===== config.mk =====
export PLATFORM = sky130hd
export DESIGN_NAME = rx_trailer_appender
export DESIGN_NICKNAME = d
export VERILOG_FILES = /design/src/rtl/rxtr_pkg.sv /design/src/rtl/rxtr_frame_track.sv /design/src/rtl/rxtr_seq.sv /design/src/rtl/rx_trailer_appender.sv
export SDC_FILE = /design/constraint.sdc
export NUM_CORES = 1
export LEC_CHECK = 0
export ABC_AREA = 1
export BUFFER_PORTS_ARGS = -buffer_cell sky130_fd_sc_hd__buf_4
export CORE_MARGIN = 4
export CORE_UTILIZATION = 25
export DETAILED_ROUTE_END_ITERATION = 10
export SETUP_SLACK_MARGIN = 0.05
export SKIP_CTS_REPAIR_TIMING = 1
export SYNTH_ARGS = -nofsm -noshare
export SYNTH_HDL_FRONTEND = slang
export SYNTH_HIERARCHICAL = 1
export SYNTH_SLANG_ARGS = --single-unit

===== constraint.sdc =====
create_clock -name clk -period 2.62 [get_ports clk]
set_clock_uncertainty 0.2 [all_clocks]
set_input_delay 0.131 -clock clk [delete_from_list [all_inputs] [get_ports clk]]
set_output_delay 0.131 -clock clk [all_outputs]
set_load 0.05 [all_outputs]

===== src/rtl/rxtr_pkg.sv =====
package rxtr_pkg;

    localparam int CNT_W = 13;
    localparam logic [CNT_W-1:0] CNT_MAX = '1;

    typedef enum logic [1:0] {
        ST_IDLE,
        ST_RX,
        ST_TRL_LO,
        ST_TRL_HI
    } rx_state_e;

    typedef struct packed {
        logic             abort;
        logic             ferr;
        logic             ovr;
        logic [CNT_W-1:0] cnt;
    } frame_stat_t;

    function automatic logic [CNT_W-1:0] sat_inc(input logic [CNT_W-1:0] v);
        return (v == CNT_MAX) ? v : v + 1'b1;
    endfunction

    function automatic logic [7:0] trl_hi_byte(input frame_stat_t f);
        return {f.abort, f.ferr, f.ovr, f.cnt[CNT_W-1:8]};
    endfunction

endpackage


===== src/rtl/rxtr_frame_track.sv =====
module rxtr_frame_track
    import rxtr_pkg::*;
(
    input  logic        clk,
    input  logic        rst,
    input  logic        clr,
    input  logic        byte_ok,
    input  logic        byte_drop,
    input  logic        abort_stb,
    input  logic        ferr_stb,
    output frame_stat_t fs_q,
    output frame_stat_t fs_d
);

    always_comb begin
        fs_d = fs_q;
        if (clr) begin
            fs_d = '0;
        end else begin
            if (byte_ok)   fs_d.cnt   = sat_inc(fs_q.cnt);
            if (byte_drop) fs_d.ovr   = 1'b1;
            if (abort_stb) fs_d.abort = 1'b1;
            if (ferr_stb)  fs_d.ferr  = 1'b1;
        end
    end

    always_ff @(posedge clk) begin
        if (rst) fs_q <= '0;
        else     fs_q <= fs_d;
    end


    cnt_sat_hold_chk: assert property (@(posedge clk) disable iff (rst)
        (!clr && fs_q.cnt == CNT_MAX) |=> (fs_q.cnt == CNT_MAX));

endmodule


===== src/rtl/rxtr_seq.sv =====
module rxtr_seq
    import rxtr_pkg::*;
(
    input  logic        clk,
    input  logic        rst,
    input  logic        in_valid,
    input  logic [7:0]  in_data,
    input  logic        in_sof,
    input  logic        in_eof,
    input  logic        in_abort,
    input  logic        in_ferr,
    input  logic        dma_en,
    input  logic        fifo_ready,
    input  frame_stat_t fs_q,
    output logic        fifo_wr,
    output logic [7:0]  fifo_wdata,
    output logic        trk_clr,
    output logic        trk_ok,
    output logic        trk_drop,
    output logic        trk_abort,
    output logic        trk_ferr,
    output logic        end_nodma,
    output logic        trl_hi_wr
);

    rx_state_e state, state_d;
    logic      open_q, in_rx, end_evt;

    assign open_q    = (state == ST_IDLE) || (state == ST_RX);
    assign trk_clr   = open_q && in_sof;
    assign in_rx     = (state == ST_RX) && !in_sof;
    assign trk_ok    = in_rx && in_valid && fifo_ready;
    assign trk_drop  = in_rx && in_valid && !fifo_ready;
    assign trk_abort = in_rx && in_abort;
    assign trk_ferr  = in_rx && in_ferr;
    assign end_evt   = in_rx && in_eof;
    assign end_nodma = end_evt && !dma_en;
    assign trl_hi_wr = (state == ST_TRL_HI) && fifo_ready;

    always_comb begin
        fifo_wr    = 1'b0;
        fifo_wdata = '0;
        state_d    = state;
        unique case (state)
            ST_IDLE: begin
                if (in_sof) state_d = ST_RX;
            end
            ST_RX: begin
                fifo_wr    = trk_ok;
                fifo_wdata = in_data;
                if (end_evt) state_d = dma_en ? ST_TRL_LO : ST_IDLE;
            end
            ST_TRL_LO: begin
                fifo_wr    = fifo_ready;
                fifo_wdata = fs_q.cnt[7:0];
                if (fifo_ready) state_d = ST_TRL_HI;
            end
            ST_TRL_HI: begin
                fifo_wr    = fifo_ready;
                fifo_wdata = trl_hi_byte(fs_q);
                if (fifo_ready) state_d = ST_IDLE;
            end
            default: state_d = ST_IDLE;
        endcase
    end

    always_ff @(posedge clk) begin
        if (rst) state <= ST_IDLE;
        else     state <= state_d;
    end


    wr_needs_room_chk: assert property (@(posedge clk) disable iff (rst)
        fifo_wr |-> fifo_ready);


    trl_stall_chk: assert property (@(posedge clk) disable iff (rst)
        (state == ST_TRL_LO && !fifo_ready) |=> (state == ST_TRL_LO));


    idle_quiet_chk: assert property (@(posedge clk) disable iff (rst)
        (state == ST_IDLE) |-> !fifo_wr);

endmodule


===== src/rtl/rx_trailer_appender.sv =====
module rx_trailer_appender
    import rxtr_pkg::*;
#(
    parameter int RING_DEPTH = 64,
    localparam int ADDR_W = $clog2(RING_DEPTH)
) (
    input  logic              clk,
    input  logic              rst,
    input  logic              in_valid,
    input  logic [7:0]        in_data,
    input  logic              in_sof,
    input  logic              in_eof,
    input  logic              in_abort,
    input  logic              in_ferr,
    input  logic              dma_en,
    input  logic              fifo_ready,
    input  logic              stat_rd,
    output logic              fifo_wr,
    output logic [7:0]        fifo_wdata,
    output logic [ADDR_W-1:0] frame_ptr,
    output logic              stat_eof,
    output logic              stat_abort,
    output logic              stat_ferr,
    output logic              stat_ovr
);

    localparam logic [ADDR_W-1:0] ADDR_LAST = ADDR_W'(RING_DEPTH - 1);

    frame_stat_t       fs_q, fs_d;
    logic              trk_clr, trk_ok, trk_drop, trk_abort, trk_ferr;
    logic              end_nodma, trl_hi_wr, set_err;
    logic [ADDR_W-1:0] waddr;

    rxtr_seq u_seq (
        .clk        (clk),
        .rst        (rst),
        .in_valid   (in_valid),
        .in_data    (in_data),
        .in_sof     (in_sof),
        .in_eof     (in_eof),
        .in_abort   (in_abort),
        .in_ferr    (in_ferr),
        .dma_en     (dma_en),
        .fifo_ready (fifo_ready),
        .fs_q       (fs_q),
        .fifo_wr    (fifo_wr),
        .fifo_wdata (fifo_wdata),
        .trk_clr    (trk_clr),
        .trk_ok     (trk_ok),
        .trk_drop   (trk_drop),
        .trk_abort  (trk_abort),
        .trk_ferr   (trk_ferr),
        .end_nodma  (end_nodma),
        .trl_hi_wr  (trl_hi_wr)
    );

    rxtr_frame_track u_track (
        .clk       (clk),
        .rst       (rst),
        .clr       (trk_clr),
        .byte_ok   (trk_ok),
        .byte_drop (trk_drop),
        .abort_stb (trk_abort),
        .ferr_stb  (trk_ferr),
        .fs_q      (fs_q),
        .fs_d      (fs_d)
    );

    assign set_err = end_nodma || trl_hi_wr;

    always_ff @(posedge clk) begin
        if (rst) begin
            waddr      <= '0;
            frame_ptr  <= '0;
            stat_eof   <= 1'b0;
            stat_abort <= 1'b0;
            stat_ferr  <= 1'b0;
            stat_ovr   <= 1'b0;
        end else begin
            if (fifo_wr)   waddr     <= (waddr == ADDR_LAST) ? '0 : waddr + 1'b1;
            if (trl_hi_wr) frame_ptr <= waddr;
            stat_eof   <= (stat_eof   && !stat_rd) || end_nodma;
            stat_abort <= (stat_abort && !stat_rd) || (set_err && fs_d.abort);
            stat_ferr  <= (stat_ferr  && !stat_rd) || (set_err && fs_d.ferr);
            stat_ovr   <= (stat_ovr   && !stat_rd) || (set_err && fs_d.ovr);
        end
    end


    ptr_move_chk: assert property (@(posedge clk) disable iff (rst)
        !$stable(frame_ptr) |-> $past(trl_hi_wr));


    eof_rise_chk: assert property (@(posedge clk) disable iff (rst)
        $rose(stat_eof) |-> $past(end_nodma));

endmodule


==> results.yml <==
floorplan:
  ios: 37
  die_x_um: 95.7
  initial_core_util: 0.261
  core_area_mm2: 0.00737
  die-area_mm2: 0.00915
  die_y_um: 95.7
  rows: 31
setup_path:
  endpoint_kind: "primary output"
  crit_required_ns: 2.29
  arrival_ns: 1.75
  crit_type: "reg -> out"
  startpoint_type: "flip-flop"
  path_max_fanout: 6
clock_tree:
  cts_tree: "done"
  clkLatencyLatePin_ns: 0.29
  htreeDepth: 2
  cts_made_buffers: 5
  cts.sink_count: 34
  clock_path_buffers: 2
  clkSlewWorstSetupHoldPaths_ns: 0.08
  cts_root_buf: "clkbuf_8"
power_and_ir_drop:
  power_frac_seq: 0.408
  p_clk_frac: 0.457
  combPwrFrac: 0.135
  irDropWorstVdd_uv: 202
  intPower_mw: 0.968
  switchingPower_mw: 0.346
  total_leakage_power_nw: 1.07
  switching_share: 0.263
  power_density_mw_per_mm2: 532
global_route:
  gr-total-overflow: 0
  grt_max_degree: 25
  track_usage: 0.116
  antenna_found_initial: 0
  grt_pass1_vias: 1791
  grt_pass1_wl_um: 8240
run_status:
  outcome: "finished, violations left"
  violations: "hold timing"
sta:
  timing.final.ws_setup_ns: 0.536
  holdWs_ns: -0.0134
  period_share: 0.795
  worst_pin_slew_ns: 1.05
  maxSlewHeadroom: 0.296
  grt_setup_unrepaired: "no"
  hold_violations: 3
  fmax_mhz: 480
  fin_tns_setup_ns: 0
  setup_viol: 0
  fin_crit_ns: 2.08
  maxSlewViolCount: 0
layout:
  layout_common_cells: "73 x nand2_1, 37 x buf_4, 35 x inv_1, 35 x nand3_1"
  num-fill-cells: 804
  layout_commonest_cell: "nand2_1"
  drive_above_1_share: 0.215
  final_nets: 354
  n_antenna_cell: 0
  syn2layout_area_growth_pct: 28.7
min_path:
  hold_path_class: "in -> reg"
  hp-start: "in_ferr"
synth:
  syn-cell-area_mm2: 0.00192
  yosys_warnings: 6
  avgSynthCellArea_um2: 6.55
  synthCells: 293
  syn_nets: 313
run:
  cap_violations: 0
drt:
  route.top_layer_used: "met4"
  ant_nets: 0
  drt-initial-drc-count: 134
  dr_wl_met2_um: 2220
  drtPass1Iterations: 4
  via_per_inst: 4.47
  m1WireLength_um: 2470
  routed-via-count: 1939
  drt_wl_total_um: 4970
  wire_per_inst_um: 11.5
  met3_length_um: 192
  drc: 0
placement:
  hpwl_um: 3670
  dpl_worst_slack_ns: 0.623
  gp_congestion: 0.813
  io_buffers: 36
## area by class of cell
class / instances / area, µm² / share of cell area
Tap cell: 99 / 124 / 0.0501
Sequential cell: 34 / 681 / 0.275
Clock inverter: 3 / 68.8 / 0.0278
Timing Repair Buffer: 41 / 318 / 0.129
Clock buffer: 5 / 68.8 / 0.0278
Multi-Input combinational cell: 212 / 1060 / 0.429
Inverter: 40 / 150 / 0.0608
## worst paths after layout
check / endpoint / slack (ns) / cells past startpoint
min: u_track/fs_q[14] / -0.01 / 5
min reg2reg: stat_ferr / 0.27 / 2
max reg2reg: waddr[4] / 0.62 / 10
max: fifo_wr / 0.54 / 6
## power by group through the flow
stage / clock (mW) / combinational (mW) / sequential (mW)
final: 0.600 / 0.177 / 0.536
after CTS: 0.612 / 0.175 / 0.536
after global routing: 0.627 / 0.195 / 0.538
after global placement: 0 / 0.174 / 0.548
after detailed placement: 0 / 0.175 / 0.548
after floorplan: 0 / 0.111 / 0.550
## critical path, cell delays in order, from the launching register on
cell     delay [ns]
dfxtp_1        0.38
inv_2          0.10
nand2_1        0.05
nor2_1         0.15
nand2_1        0.11
o21ai_1        0.38
buf_4          0.29
## sequential cells by signal, summed over array words and instances, names as in the netlist, named ones only
signal / count
waddr: 6
u_track/fs_q: 16
stat_abort: 1
stat_ferr: 1
u_seq/state: 1
frame_ptr: 6
stat_ovr: 1
stat_eof: 1
## metrics by stage
step / total power [mW] / hold slack (ns) / instances / cell area [µm²] / utilization
after floorplan: 0.662 / 0.0000658 / 293 / 1920 / -
after global placement: 0.722 / 0.228 / 422 / 2290 / 0.311
after detailed placement: 0.723 / 0.240 / 422 / 2290 / 0.311
after CTS: 1.32 / -0.0754 / 430 / 2430 / 0.330
after global routing: 1.36 / 0.00685 / 434 / 2470 / 0.335
final: 1.31 / -0.0134 / 434 / 2470 / 0.335
## routing by layer
metal  vias to the layer above  GRT usage
li1                       1018          -
met1                       882      0.148
met2                        31      0.184
met3                         8     0.0253
met4                         0     0.0533
met5                         -          0
(Power assumes the default switching activity.)
